File: src/rtl/sclk_pkg.sv
package sclk_pkg;

    localparam int unsigned NUM_PATHS  = 3;
    localparam int unsigned PATH_DISP  = 0;
    localparam int unsigned PATH_STORE = 1;
    localparam int unsigned PATH_EXT   = 2;

    typedef logic [NUM_PATHS-1:0] path_vec_t;

    // paths whose source is inverted on the way through the gate
    localparam path_vec_t INV_MASK = path_vec_t'(1) << PATH_EXT;

    typedef enum logic {
        SW_OFF = 1'b0,
        SW_ON  = 1'b1
    } sw_state_e;

    typedef struct packed {
        sw_state_e st;
        path_vec_t en;
    } sw_reg_t;

    typedef struct packed {
        logic store;
        logic ext_sel_n;
    } sel_t;

    localparam sel_t SEL_RST = '{store: 1'b0, ext_sel_n: 1'b1};

endpackage

File: src/rtl/sclk_path_decode.sv
module sclk_path_decode
    import sclk_pkg::*;
(
    input  sel_t      sel,
    output path_vec_t en
);

    always_comb begin
        en = '0;
        if (!sel.store) begin
            en[PATH_DISP] = 1'b1;
        end else if (sel.ext_sel_n) begin
            en[PATH_STORE] = 1'b1;
        end else begin
            en[PATH_EXT] = 1'b1;
        end
    end

endmodule

File: src/rtl/sclk_level.sv
module sclk_level
    import sclk_pkg::*;
#(
    parameter path_vec_t INV = INV_MASK
) (
    input  path_vec_t src,
    output path_vec_t lvl
);

    for (genvar g = 0; g < NUM_PATHS; g++) begin : g_path
        if (INV[g]) begin : g_inv
            assign lvl[g] = ~src[g];
        end else begin : g_pass
            assign lvl[g] = src[g];
        end
    end

endmodule

File: src/rtl/sclk_gate_or.sv
module sclk_gate_or
    import sclk_pkg::*;
(
    input  path_vec_t lvl,
    input  path_vec_t en,
    output logic      out
);

    path_vec_t gated;

    for (genvar g = 0; g < NUM_PATHS; g++) begin : g_gate
        assign gated[g] = lvl[g] & en[g];
    end

    assign out = |gated;

endmodule

File: src/rtl/sclk_sync.sv
module sclk_sync #(
    parameter int unsigned       WIDTH   = 2,
    parameter int unsigned       DEPTH   = 2,
    parameter logic [WIDTH-1:0]  RST_VAL = '0
) (
    input  logic             clk,
    input  logic             rst_n,
    input  logic [WIDTH-1:0] d,
    output logic [WIDTH-1:0] q
);

    logic [WIDTH-1:0] stg_d [DEPTH];
    logic [WIDTH-1:0] stg_q [DEPTH];

    always_comb begin
        stg_d[0] = d;
        for (int i = 1; i < DEPTH; i++) begin
            stg_d[i] = stg_q[i-1];
        end
    end

    always_ff @(posedge clk or negedge rst_n) begin
        if (!rst_n) begin
            for (int i = 0; i < DEPTH; i++) begin
                stg_q[i] <= RST_VAL;
            end
        end else begin
            stg_q <= stg_d;
        end
    end

    assign q = stg_q[DEPTH-1];

endmodule

File: src/rtl/sclk_switch_ctrl.sv
module sclk_switch_ctrl
    import sclk_pkg::*;
(
    input  logic      clk,
    input  logic      rst_n,
    input  path_vec_t req,
    input  path_vec_t lvl,
    input  logic      out_hi,
    output path_vec_t en_q
);

    sw_reg_t r_d, r_q;

    always_comb begin
        r_d = r_q;
        unique case (r_q.st)
            SW_OFF: begin
                // attach the new path only while its level is LO
                if ((req != '0) && ((req & lvl) == '0)) begin
                    r_d.st = SW_ON;
                    r_d.en = req;
                end
            end
            SW_ON: begin
                // detach the old path only while the output is LO
                if ((req != r_q.en) && !out_hi) begin
                    r_d.st = SW_OFF;
                    r_d.en = '0;
                end
            end
            default: begin
                r_d.st = SW_OFF;
                r_d.en = '0;
            end
        endcase
    end

    always_ff @(posedge clk or negedge rst_n) begin
        if (!rst_n) begin
            r_q <= '{st: SW_OFF, en: '0};
        end else begin
            r_q <= r_d;
        end
    end

    assign en_q = r_q.en;

endmodule

File: src/rtl/sclk_source_sel.sv
module sclk_source_sel
    import sclk_pkg::*;
#(
    parameter bit          GLITCH_SAFE = 1'b1,
    parameter int unsigned SYNC_DEPTH  = 2
) (
    input  logic clk,
    input  logic rst_n,
    input  logic disp_clk_i,
    input  logic store_clk_i,
    input  logic ext_clk_i,
    input  logic store_mode_i,
    input  logic ext_sel_n_i,
    output logic smp_clk_o
);

    localparam int unsigned SEL_W = $bits(sel_t);

    path_vec_t src;
    path_vec_t lvl;
    path_vec_t req;
    path_vec_t en_q;
    sel_t      sel_raw;
    sel_t      sel_sync;
    logic      out_reg;

    assign src[PATH_DISP]  = disp_clk_i;
    assign src[PATH_STORE] = store_clk_i;
    assign src[PATH_EXT]   = ext_clk_i;

    assign sel_raw = '{store: store_mode_i, ext_sel_n: ext_sel_n_i};

    sclk_level #(.INV(INV_MASK)) u_level (
        .src (src),
        .lvl (lvl)
    );

    sclk_sync #(
        .WIDTH   (SEL_W),
        .DEPTH   (SYNC_DEPTH),
        .RST_VAL (SEL_RST)
    ) u_sync (
        .clk   (clk),
        .rst_n (rst_n),
        .d     (sel_raw),
        .q     (sel_sync)
    );

    sclk_path_decode u_req (
        .sel (sel_sync),
        .en  (req)
    );

    sclk_switch_ctrl u_ctrl (
        .clk    (clk),
        .rst_n  (rst_n),
        .req    (req),
        .lvl    (lvl),
        .out_hi (out_reg),
        .en_q   (en_q)
    );

    sclk_gate_or u_gate_reg (
        .lvl (lvl),
        .en  (en_q),
        .out (out_reg)
    );

    if (GLITCH_SAFE) begin : g_safe
        assign smp_clk_o = out_reg;
    end else begin : g_direct
        path_vec_t en_raw;
        logic      out_raw;

        sclk_path_decode u_dec_raw (
            .sel (sel_raw),
            .en  (en_raw)
        );

        sclk_gate_or u_gate_raw (
            .lvl (lvl),
            .en  (en_raw),
            .out (out_raw)
        );

        assign smp_clk_o = out_raw;
    end

endmodule

File: config.mk
export PLATFORM = sky130hd
export DESIGN_NAME = sclk_source_sel
export DESIGN_NICKNAME = d
export VERILOG_FILES = /design/src/rtl/sclk_pkg.sv /design/src/rtl/sclk_path_decode.sv /design/src/rtl/sclk_level.sv /design/src/rtl/sclk_gate_or.sv /design/src/rtl/sclk_sync.sv /design/src/rtl/sclk_switch_ctrl.sv /design/src/rtl/sclk_source_sel.sv
export SDC_FILE = /design/constraint.sdc
export NUM_CORES = 1
export LEC_CHECK = 0
export CAP_MARGIN = 15
export CORE_AREA = 3 3 40 42
export CTS_BUF_LIST = sky130_fd_sc_hd__clkbuf_2 sky130_fd_sc_hd__clkbuf_4 sky130_fd_sc_hd__clkbuf_8
export CTS_CLUSTER_DIAMETER = 50
export DETAILED_ROUTE_END_ITERATION = 10
export DIE_AREA = 0 0 43 45
export DONT_BUFFER_PORTS = 1
export HOLD_SLACK_MARGIN = 0.06
export SLEW_MARGIN = 20
export SYNTH_ARGS = -nofsm -noshare
export SYNTH_HDL_FRONTEND = slang
export SYNTH_HIERARCHICAL = 1
export SYNTH_SLANG_ARGS = --single-unit
File: constraint.sdc
create_clock -name clk -period 2.06 [get_ports clk]
set_clock_uncertainty 0.05 [all_clocks]
set_input_delay 0.412 -clock clk [delete_from_list [all_inputs] [get_ports clk]]
set_output_delay 0.412 -clock clk [all_outputs]
set_load 0.01 [all_outputs]
[After elaboration in Yosys (flattened, before gate mapping)]
Index checks and enable logic that the tools add are counted.
Storage, ports and cells
  register bits after elaboration: 8
  input port bits: 7
  output and inout port bits: 1
  logic and storage cells: 27
Cells by class
  equal/unequal tests: 3
  multiplexer cells: 7
  bitwise operators: 6
  reduce and logical (&&, ||, !) cells: 7
Operators by type and width (number)
  $mux W4: 2
  $pmux W4 S2: 1
  $and A1 B1 Y1: 3
  $and A3 B3 Y3: 1
  $logic_not A3 Y1: 1
  $mux W1: 3
  $ne A3 B3 Y1: 1
  $reduce_bool A3 Y1: 1
  $reduce_or A3 Y1: 1
  $logic_and A1 B1 Y1: 2
  $mux W2: 1
  $ne A2 B1 Y1 const B: 1
  $ne A2 B2 Y1 const B: 1
  $not A1 Y1: 2
  $reduce_and A2 Y1: 1
  $logic_not A1 Y1: 1

[Logic depth before layout (Yosys ltp)]
Gate-level depths: netlist of run 1.
  depth after elaboration: 7
  mapped depth: 5
  gate-level depth less buffers: 5

[By module]
Netlist of run 1, hierarchy kept.
By module, submodules not included
  sclk_switch_ctrl: times used 1, cells an instance 27, area an instance 254.0 µm², seq. area each 100.1 µm²
  sclk_sync: times used 1, cells an instance 4, area an instance 102.6 µm², seq. area each 102.6 µm²
  sclk_path_decode: times used 1, cells an instance 3, area an instance 20.0 µm², seq. area each 0.0 µm²
  sclk_level: times used 1, cells an instance 3, area an instance 18.8 µm², seq. area each 0.0 µm²
  sclk_gate_or: times used 1, cells an instance 2, area an instance 13.8 µm², seq. area each 0.0 µm²

[Worst setup path before layout of run 1]
OpenSTA, ideal clock, no wires.
  path kind: input-to-reg
  from: input port disp_clk_i
  to: register u_ctrl.r_q, in the netlist u_ctrl/en_q[0]
  library setup time: 0.134 ns
  data arrival time: 1.430 ns
  required time: 1.876 ns
  path slack: 0.446 ns
  stages: 5
  buffers on the path: 1
  path through: buf_4 > a222oi_1 > inv_1 > a311oi_1 > o31ai_1
On the way
  word-level cells in the longest chain between the ends: 6
  elaborated cells on any way between the ends: 10
  those cells by class: 2 x eq/ne; 2 x bitwise; 6 x reduce/logical
RTL lines
  from (decl): line sclk_source_sel.sv:9  | input logic disp_clk_i,
  $and A1 B1 Y1: line sclk_gate_or.sv:12  | assign gated[g] = lvl[g] & en[g];
  $reduce_or A3 Y1: line sclk_gate_or.sv:15  | assign out = |gated;
  net smp_clk_o: line sclk_source_sel.sv:14  | output logic smp_clk_o
  $logic_not A1 Y1: line sclk_switch_ctrl.sv:26  | if ((req != r_q.en) && !out_hi) begin
  $logic_and A1 B1 Y1: line sclk_switch_ctrl.sv:26
  $ne A2 B2 Y1 (no source line)
  $reduce_and A2 Y1 (no source line)
  to (signal assigned): line sclk_switch_ctrl.sv:40  | r_q <= '{st: SW_OFF, en: '0};
  to (signal assigned): line sclk_switch_ctrl.sv:42  | r_q <= r_d;
  to (decl): line sclk_switch_ctrl.sv:12  | sw_reg_t r_d, r_q;
The timed path passes the listed nets, and every way through them passes these cells.
A chain may end at the register's enable or synchronous reset.

[Worst setup path in the final report of run 1]
  from: register u_sync.stg_q, in the netlist u_sync/q[0]
  to: register u_ctrl.r_q, in the netlist u_ctrl/en_q[1]
On the way
  word-level cells in the longest chain between the ends: 7
  elaborated cells on any way between the ends: 14
  those cells by class: 3 x eq/ne; 5 x mux; 1 x bitwise; 5 x reduce/logical
RTL lines
  from (decl): line sclk_sync.sv:13  | logic [WIDTH-1:0] stg_q [DEPTH];
  from (signal assigned): line sclk_sync.sv:28  | stg_q <= stg_d;
  $mux W1 *: line sclk_path_decode.sv:12  | end else if (sel.ext_sel_n) begin
  $mux W2 *: line sclk_path_decode.sv:10  | if (!sel.store) begin
  net req[2]: line sclk_source_sel.sv:21  | path_vec_t req;
  $and A3 B3 Y3: line sclk_switch_ctrl.sv:19  | if ((req != '0) && ((req & lvl) == '0)) begin
  $logic_not A3 Y1: line sclk_switch_ctrl.sv:19
  $logic_and A1 B1 Y1: line sclk_switch_ctrl.sv:19
  $ne A2 B1 Y1 (no source line)
  $reduce_and A2 Y1 (no source line) *
The timed path passes the listed nets; every way through them passes the cells marked *. The select of a mux whose other input is x is not followed.

==> flow_summary.json, run 1 <==
{
  "synth_cell_types": 17,
  "peakVddDrop_mv": 0.514,
  "nFillCells": 128,
  "avgSynthCellArea_sq_um": 10.5,
  "synth-seq-cells": 8,
  "yosys_warnings": 6,
  "post-route-drc-count": 0,
  "start_kind": "flip-flop",
  "period_needed_ns": 1.71,
  "fin_ws_ns": 0.350,
  "powerDensity_mw_per_mm2": 1230,
  "ant_nets": 0,
  "min_path_cells": 0,
  "critPathSlowestCell": "dfstp_2",
  "synth_top_cell_by_area": "dfrtp_1",
  "crit_path_max_fanout": 4,
  "dieArea_sq_mm": 0.00194,
  "die_x_um": 43,
  "cts_tree": "yes",
  "syn2layout_area_growth_pct": 5.20,
  "port-buffer-count": 0,
  "drt-initial-drc-count": 5,
  "finalCritPeriodShare_pct": 83.0,
  "initial_utilization_pct": 31.8,
  "leakage_nw": 0.188,
  "r2r_cells": 4,
  "wl_per_cell_um": 10.8,
  "max_stage_delay_ns": 0.51,
  "grt.total_usage_pct": 7.41,
  "cts_buffers": 3,
  "syn_inst": 39,
  "synth_ff_type": "dfrtp_1",
  "crit_chain": "and2b_2 > or3_1 > and3_4 > o31ai_1",
  "async_flop_share_pct": 100,
  "yosysTopAreaCellShare_pct": 36.7,
  "final-hold-violation-count": 0,
  "fin_util_pct": 33.5,
  "rows": 13,
  "tightestPinTransition_ns": 0.470,
  "place_hpwl_um": 502,
  "cts_sinks": 8,
  "cts_max_level": 1,
  "syn-num-nets": 46,
  "drive_gt1_share_pct": 23.1,
  "firstDrtPassIters": 4,
  "crit_arrival_ns": 1.81,
  "cts_max_path_buffers": 2,
  "worst_setup_path_end_kind": "flip-flop",
  "maxCapViolCount": 0,
  "syn_area_sq_um": 409,
  "drt_wl_total_um": 583,
  "rsz0062_at_grt": "no",
  "coreArea_sq_mm": 0.00128,
  "path_clk_slew_ns": 0.05,
  "setup_viol": 0,
  "clk_latency_ns": 0.25,
  "gr-total-overflow": 0,
  "placed_cell_area_sq_um": 390,
  "status": "completed",
  "dieHeight_um": 45,
  "insertedDiodeCount": 0,
  "synth_edf_count": 0,
  "antenna_found_initial": 0,
  "dp_slack_ns": 0.348,
  "timing.hold.ws_ns": 0.113,
  "grt_pass1_vias": 266,
  "ioPinCount": 8,
  "worstHoldPathType": "in -> reg",
  "grt_max_degree": 9,
  "grt_pass1_wl_um": 1000,
  "viasPerCell": 4.61,
  "design_area_sq_um": 430,
  "cp.required_ns": 2.16,
  "fin_tns_setup_ns": 0,
  "gp_congestion": 0.775,
  "seq_area_frac_synth_pct": 49.5,
  "synth_area_leaders": "dfrtp_1 (37%), dfstp_2 (13%), buf_4 (9.2%), inv_1 (6.4%), xnor2_1 (6.4%)",
  "max_slew_margin_pct": 68.5,
  "path_class": "reg -> reg",
  "multiInputGateArea_sq_um": 143,
  "cts_setup_buffers": 0,
  "fmax_mhz": 585,
  "cts_root_buffer": "clkbuf_4",
  "seqCellArea_sq_um": 203,
  "fin_nets": 47,
  "final_max_slew_viol_count": 0,
  "num_vias": 249
}
==> stage by stage <==
stage	power (mW)	instances
2_1_floorplan	0.398	39
3_3_place_gp	0.390	49
3_5_place_dp	0.396	49
4_1_cts	0.541	54
5_1_grt	0.574	54
6_report	0.530	54
==> final timing paths <==
path	startpoint	slack [ns]	end
min in group asynchronous	rst_n	0.45	u_ctrl/en_q[1]$_DFFE_PN0P_
worst min-delay path	ext_sel_n_i	0.11	u_sync/stg_d[0]$_DFF_PN1_
worst max register to register	u_sync/q[0]$_DFF_PN1_	0.35	u_ctrl/en_q[1]$_DFFE_PN0P_
max in group asynchronous	rst_n	1.21	u_sync/stg_d[0]$_DFF_PN1_
worst max-delay path	u_sync/q[0]$_DFF_PN1_	0.35	u_ctrl/en_q[1]$_DFFE_PN0P_
worst min register to register	u_sync/stg_d[1]$_DFF_PN0_	0.30	u_sync/q[1]$_DFF_PN0_
==> cell families (layout without fill, tap and decap cells) <==
kind of cell	count (synthesis)	in the layout	synth area share, %
DFF	8	8	49.5
and+or+nand+nor	7	7	11.9
buffers and inverters	12	12	15.6
xor gates and xnor gates	3	3	6.42
AOI/OAI and AO/OA	9	9	16.5
==> placed cells by master (no fill, tap or decap) <==
| master | netlist | layout |
|---|---|---|
| a21oi_1 | 1 | 1 |
| a22oi_1 | 1 | 1 |
| o21bai_1 | 1 | 1 |
| inv_1 | 7 | 7 |
| and3_4 | 1 | 1 |
| a31oi_1 | 1 | 1 |
| and2_2 | 1 | 1 |
| nand3_1 | 3 | 3 |
| or3_1 | 1 | 1 |
| and2b_2 | 1 | 1 |
| xnor2_1 | 3 | 3 |
| dfrtp_1 | 6 | 6 |
| o31ai_1 | 3 | 3 |
| a222oi_1 | 1 | 1 |
| clkbuf_4 | 0 | 4 |
| dlygate4sd3_1 | 0 | 1 |
| a311oi_1 | 1 | 1 |
| dfstp_2 | 2 | 2 |
==> flip-flops by register name (all words and copies together) (netlist names) <==
register	count
u_ctrl/en_q	3
u_ctrl/r_q	1
u_sync/q	2
u_sync/stg_d	2
==> worst max-delay path, delay by kind of cell, from the launching register on <==
family,cells,cell delay (ns)
AOI/OAI and AO/OA,1,0.25
DFF,1,0.51
and+or+nand+nor,3,0.81
==> per-layer routing <==
| layer | vias up | GRT usage [%] | part of all wire (%) |
|---|---|---|---|
| met5 | - | 0 | 0 |
| met4 | 0 | 7.23 | 0 |
| met3 | 0 | 1.59 | 8.7 |
| met2 | 9 | 10.2 | 42 |
| met1 | 111 | 9.48 | 49 |
| li1 | 129 | - | - |
==> layout make-up <==
class	instances	share of cell area, %
inverters	7	6.10
repair buffers	1	2.33
multi-input cells	19	33.1
clock buffers	4	6.98
flip-flops and latches	8	47.1
well taps	15	4.36
==> report_power, final <==
| group | total [mW] | internal (mW) | switching, mW |
|---|---|---|---|
| registers | 0.232 | 0.199 | 0.0332 |
| clock network | 0.135 | 0.0869 | 0.0477 |
| logic | 0.164 | 0.0726 | 0.0912 |
==> synth_stat cells (all sizes together) (2+ instances only) <==
master,instances
inv,7
dfstp,2
dfrtp,6
buf,5
o31ai,3
nand3,3
xnor2,3
==> what timing repair did <==
item | in CTS | in global routing
resized for setup | 0 | 0
setup endpoints to repair | 0 | 0
endpoints found under the hold margin | 8 | 0
hold buffers | 1 | 0
No activity file was read; power rests on OpenSTA's default activity.
==> inputs of run 2 (changes only) <==
clock period = 1.4 ns   (was 2.06 ns; I/O delays follow)
==> flow_summary.json, run 2 (synthesized netlist as in run 1, its figures left out) <==
{
  "status": "finished with violations",
  "violations": "setup timing",
  "ant_nets": 0,
  "crit_chain": "and2b_2 > xnor2_2 > a311oi_2 > buf_4 > o31ai_4",
  "clk_latency_ns": 0.24,
  "grt_pass1_vias": 351,
  "gp_congestion": 0.754,
  "peakVddDrop_mv": 0.737,
  "final_max_slew_viol_count": 0,
  "viasPerCell": 4.88,
  "wl_per_cell_um": 13.4,
  "r2r_slack_ns": -0.24,
  "antenna_found_initial": 0,
  "critPathSlowestCell": "dfstp_2",
  "seqCellArea_sq_um": 203,
  "r2r_start": "u_sync/q[0]$_DFF_PN1_",
  "dieHeight_um": 45,
  "fmax_mhz": 610,
  "finalCritPeriodShare_pct": 117,
  "cts_sinks": 8,
  "worst_setup_path_end_kind": "flip-flop",
  "syn2layout_area_growth_pct": 48.9,
  "port-buffer-count": 0,
  "placed_cell_area_sq_um": 457,
  "grt.total_usage_pct": 10.0,
  "rsz0062_at_grt": "yes",
  "cts_buffers": 3,
  "largest_reg_flops": 3,
  "powerDensity_mw_per_mm2": 1850,
  "path_clk_slew_ns": 0.05,
  "mostFrequentLayoutCells": "buf_4 (10), inv_1 (7), dfrtp_1 (6)",
  "dp_slack_ns": -0.249,
  "rows": 13,
  "num_vias": 327,
  "multiInputGateArea_sq_um": 215,
  "fin_ws_ns": -0.240,
  "leakage_nw": 0.270,
  "path_class": "reg -> reg",
  "worstHoldPathType": "reg -> reg",
  "min_path_cells": 0,
  "ioPinCount": 8,
  "cp_num_buf_inv": 1,
  "placed_cells": 57,
  "post-route-drc-count": 0,
  "tightestPinTransition_ns": 0.328,
  "maxCapViolCount": 0,
  "design_area_sq_um": 609,
  "min_to": "u_sync/q[1]$_DFF_PN0_",
  "dieArea_sq_mm": 0.00194,
  "cts_max_path_buffers": 2,
  "crit_arrival_ns": 1.74,
  "drt_wl_total_um": 896,
  "cp_top_family": "flip-flops",
  "cp.required_ns": 1.50,
  "r2r_end": "u_ctrl/en_q[2]$_DFFE_PN0P_",
  "nFillCells": 121,
  "gr-total-overflow": 0,
  "coreArea_sq_mm": 0.00128,
  "grt_max_degree": 9,
  "hp-start": "u_sync/stg_d[1]$_DFF_PN0_",
  "final_cells": 67,
  "drive_gt1_share_pct": 53.8,
  "cts_tree": "yes",
  "max_stage_delay_ns": 0.51,
  "crit_path_max_fanout": 3,
  "critical_path.startpoint": "u_sync/q[0]$_DFF_PN1_",
  "cts_root_buffer": "clkbuf_4",
  "r2r_cells": 5,
  "max_slew_margin_pct": 78.0,
  "firstDrtPassIters": 4,
  "period_needed_ns": 1.64,
  "die_x_um": 43,
  "final_common_cell": "buf_4",
  "final-hold-violation-count": 0,
  "place_hpwl_um": 575,
  "setup_viol": 5,
  "initial_utilization_pct": 31.8,
  "fin_nets": 60,
  "fin_tns_setup_ns": -1.01,
  "start_kind": "flip-flop",
  "cts_max_level": 1,
  "grt_pass1_wl_um": 1400,
  "drt-initial-drc-count": 7,
  "insertedDiodeCount": 0
}
[run 2: cell types whose count changed in the layout (fill, tap and decap cells not counted)]
cell / previous run / this run
xnor2_2: 0 / 2
a311oi_1: 1 / 0
dlygate4sd3_1: 1 / 3
buf_6: 0 / 1
xnor2_1: 3 / 1
or3_4: 0 / 1
or3_1: 1 / 0
a22oi_2: 0 / 1
o31ai_4: 0 / 3
buf_4: 0 / 10
a22oi_1: 1 / 0
o31ai_1: 3 / 0
a311oi_2: 0 / 1
[run 2: worst reg2reg max path, delay by kind of cell (launching register included)]
family | cells | cell delay (ns)
xor+xnor | 1 | 0.19
simple gates | 1 | 0.24
buf+inv | 1 | 0.18
compound gates | 2 | 0.38
flops | 1 | 0.51
[run 2: through the flow]
stage	hold slack [ns]	total power, mW	util, %
CTS	0.269	1.07	45.8
global placement	-0.0653	0.684	35.5
global route	0.312	1.19	47.4
detailed placement	-0.0653	0.694	35.5
floorplan	-0.0656	0.605	-
finish	0.295	1.13	47.4
[run 2: final cells by class]
type,count,share of cell area [%]
repair buffers,14,19.1
multi-input cells,19,35.3
well taps,15,3.08
clock buffers,4,4.93
inverters,7,4.31
flip-flops and latches,8,33.3
[run 2: routing by layer]
layer	share of wire [%]	track usage, %
met1	40	10.5
met2	52	18.0
met3	5.7	2.39
met4	1.6	6.63
met5	0	0
[run 2: what timing repair did]
| item | CTS | global route |
|---|---|---|
| pin swaps | 6 | 2 |
| hold buffers | 3 | 0 |
| endpoints found under the hold margin | 10 | 0 |
| setup buffers | 2 | 1 |
| setup endpoints to repair | 5 | 5 |
| resized for setup | 9 | 2 |
| gates cloned | 0 | 0 |
[run 2: worst max path at each step]
stage | end | slack (ns) | depth (start not counted)
2_1_floorplan | u_ctrl/en_q[0]$_DFFE_PN0P_ | -0.16 | 4
3_3_place_gp | u_ctrl/en_q[1]$_DFFE_PN0P_ | -0.25 | 4
3_5_place_dp | u_ctrl/en_q[1]$_DFFE_PN0P_ | -0.25 | 4
4_1_cts | u_ctrl/en_q[0]$_DFFE_PN0P_ | -0.22 | 4
5_1_grt | u_ctrl/en_q[2]$_DFFE_PN0P_ | -0.26 | 5
6_report | u_ctrl/en_q[2]$_DFFE_PN0P_ | -0.24 | 5
[run 2: power breakdown]
part	switching, mW	leakage (nW)	internal, mW	total [mW]
Sequential	0.0376	0.0953	0.292	0.330
Combinational	0.288	0.156	0.312	0.600
Clock	0.0692	0.0184	0.128	0.197
==> inputs of run 3 (changes only) <==
HOLD_SLACK_MARGIN = 0.08   (was 0.06)
==> results of run 3 <==
No change in the layout: final DEF, timing and power equal those of run 2.
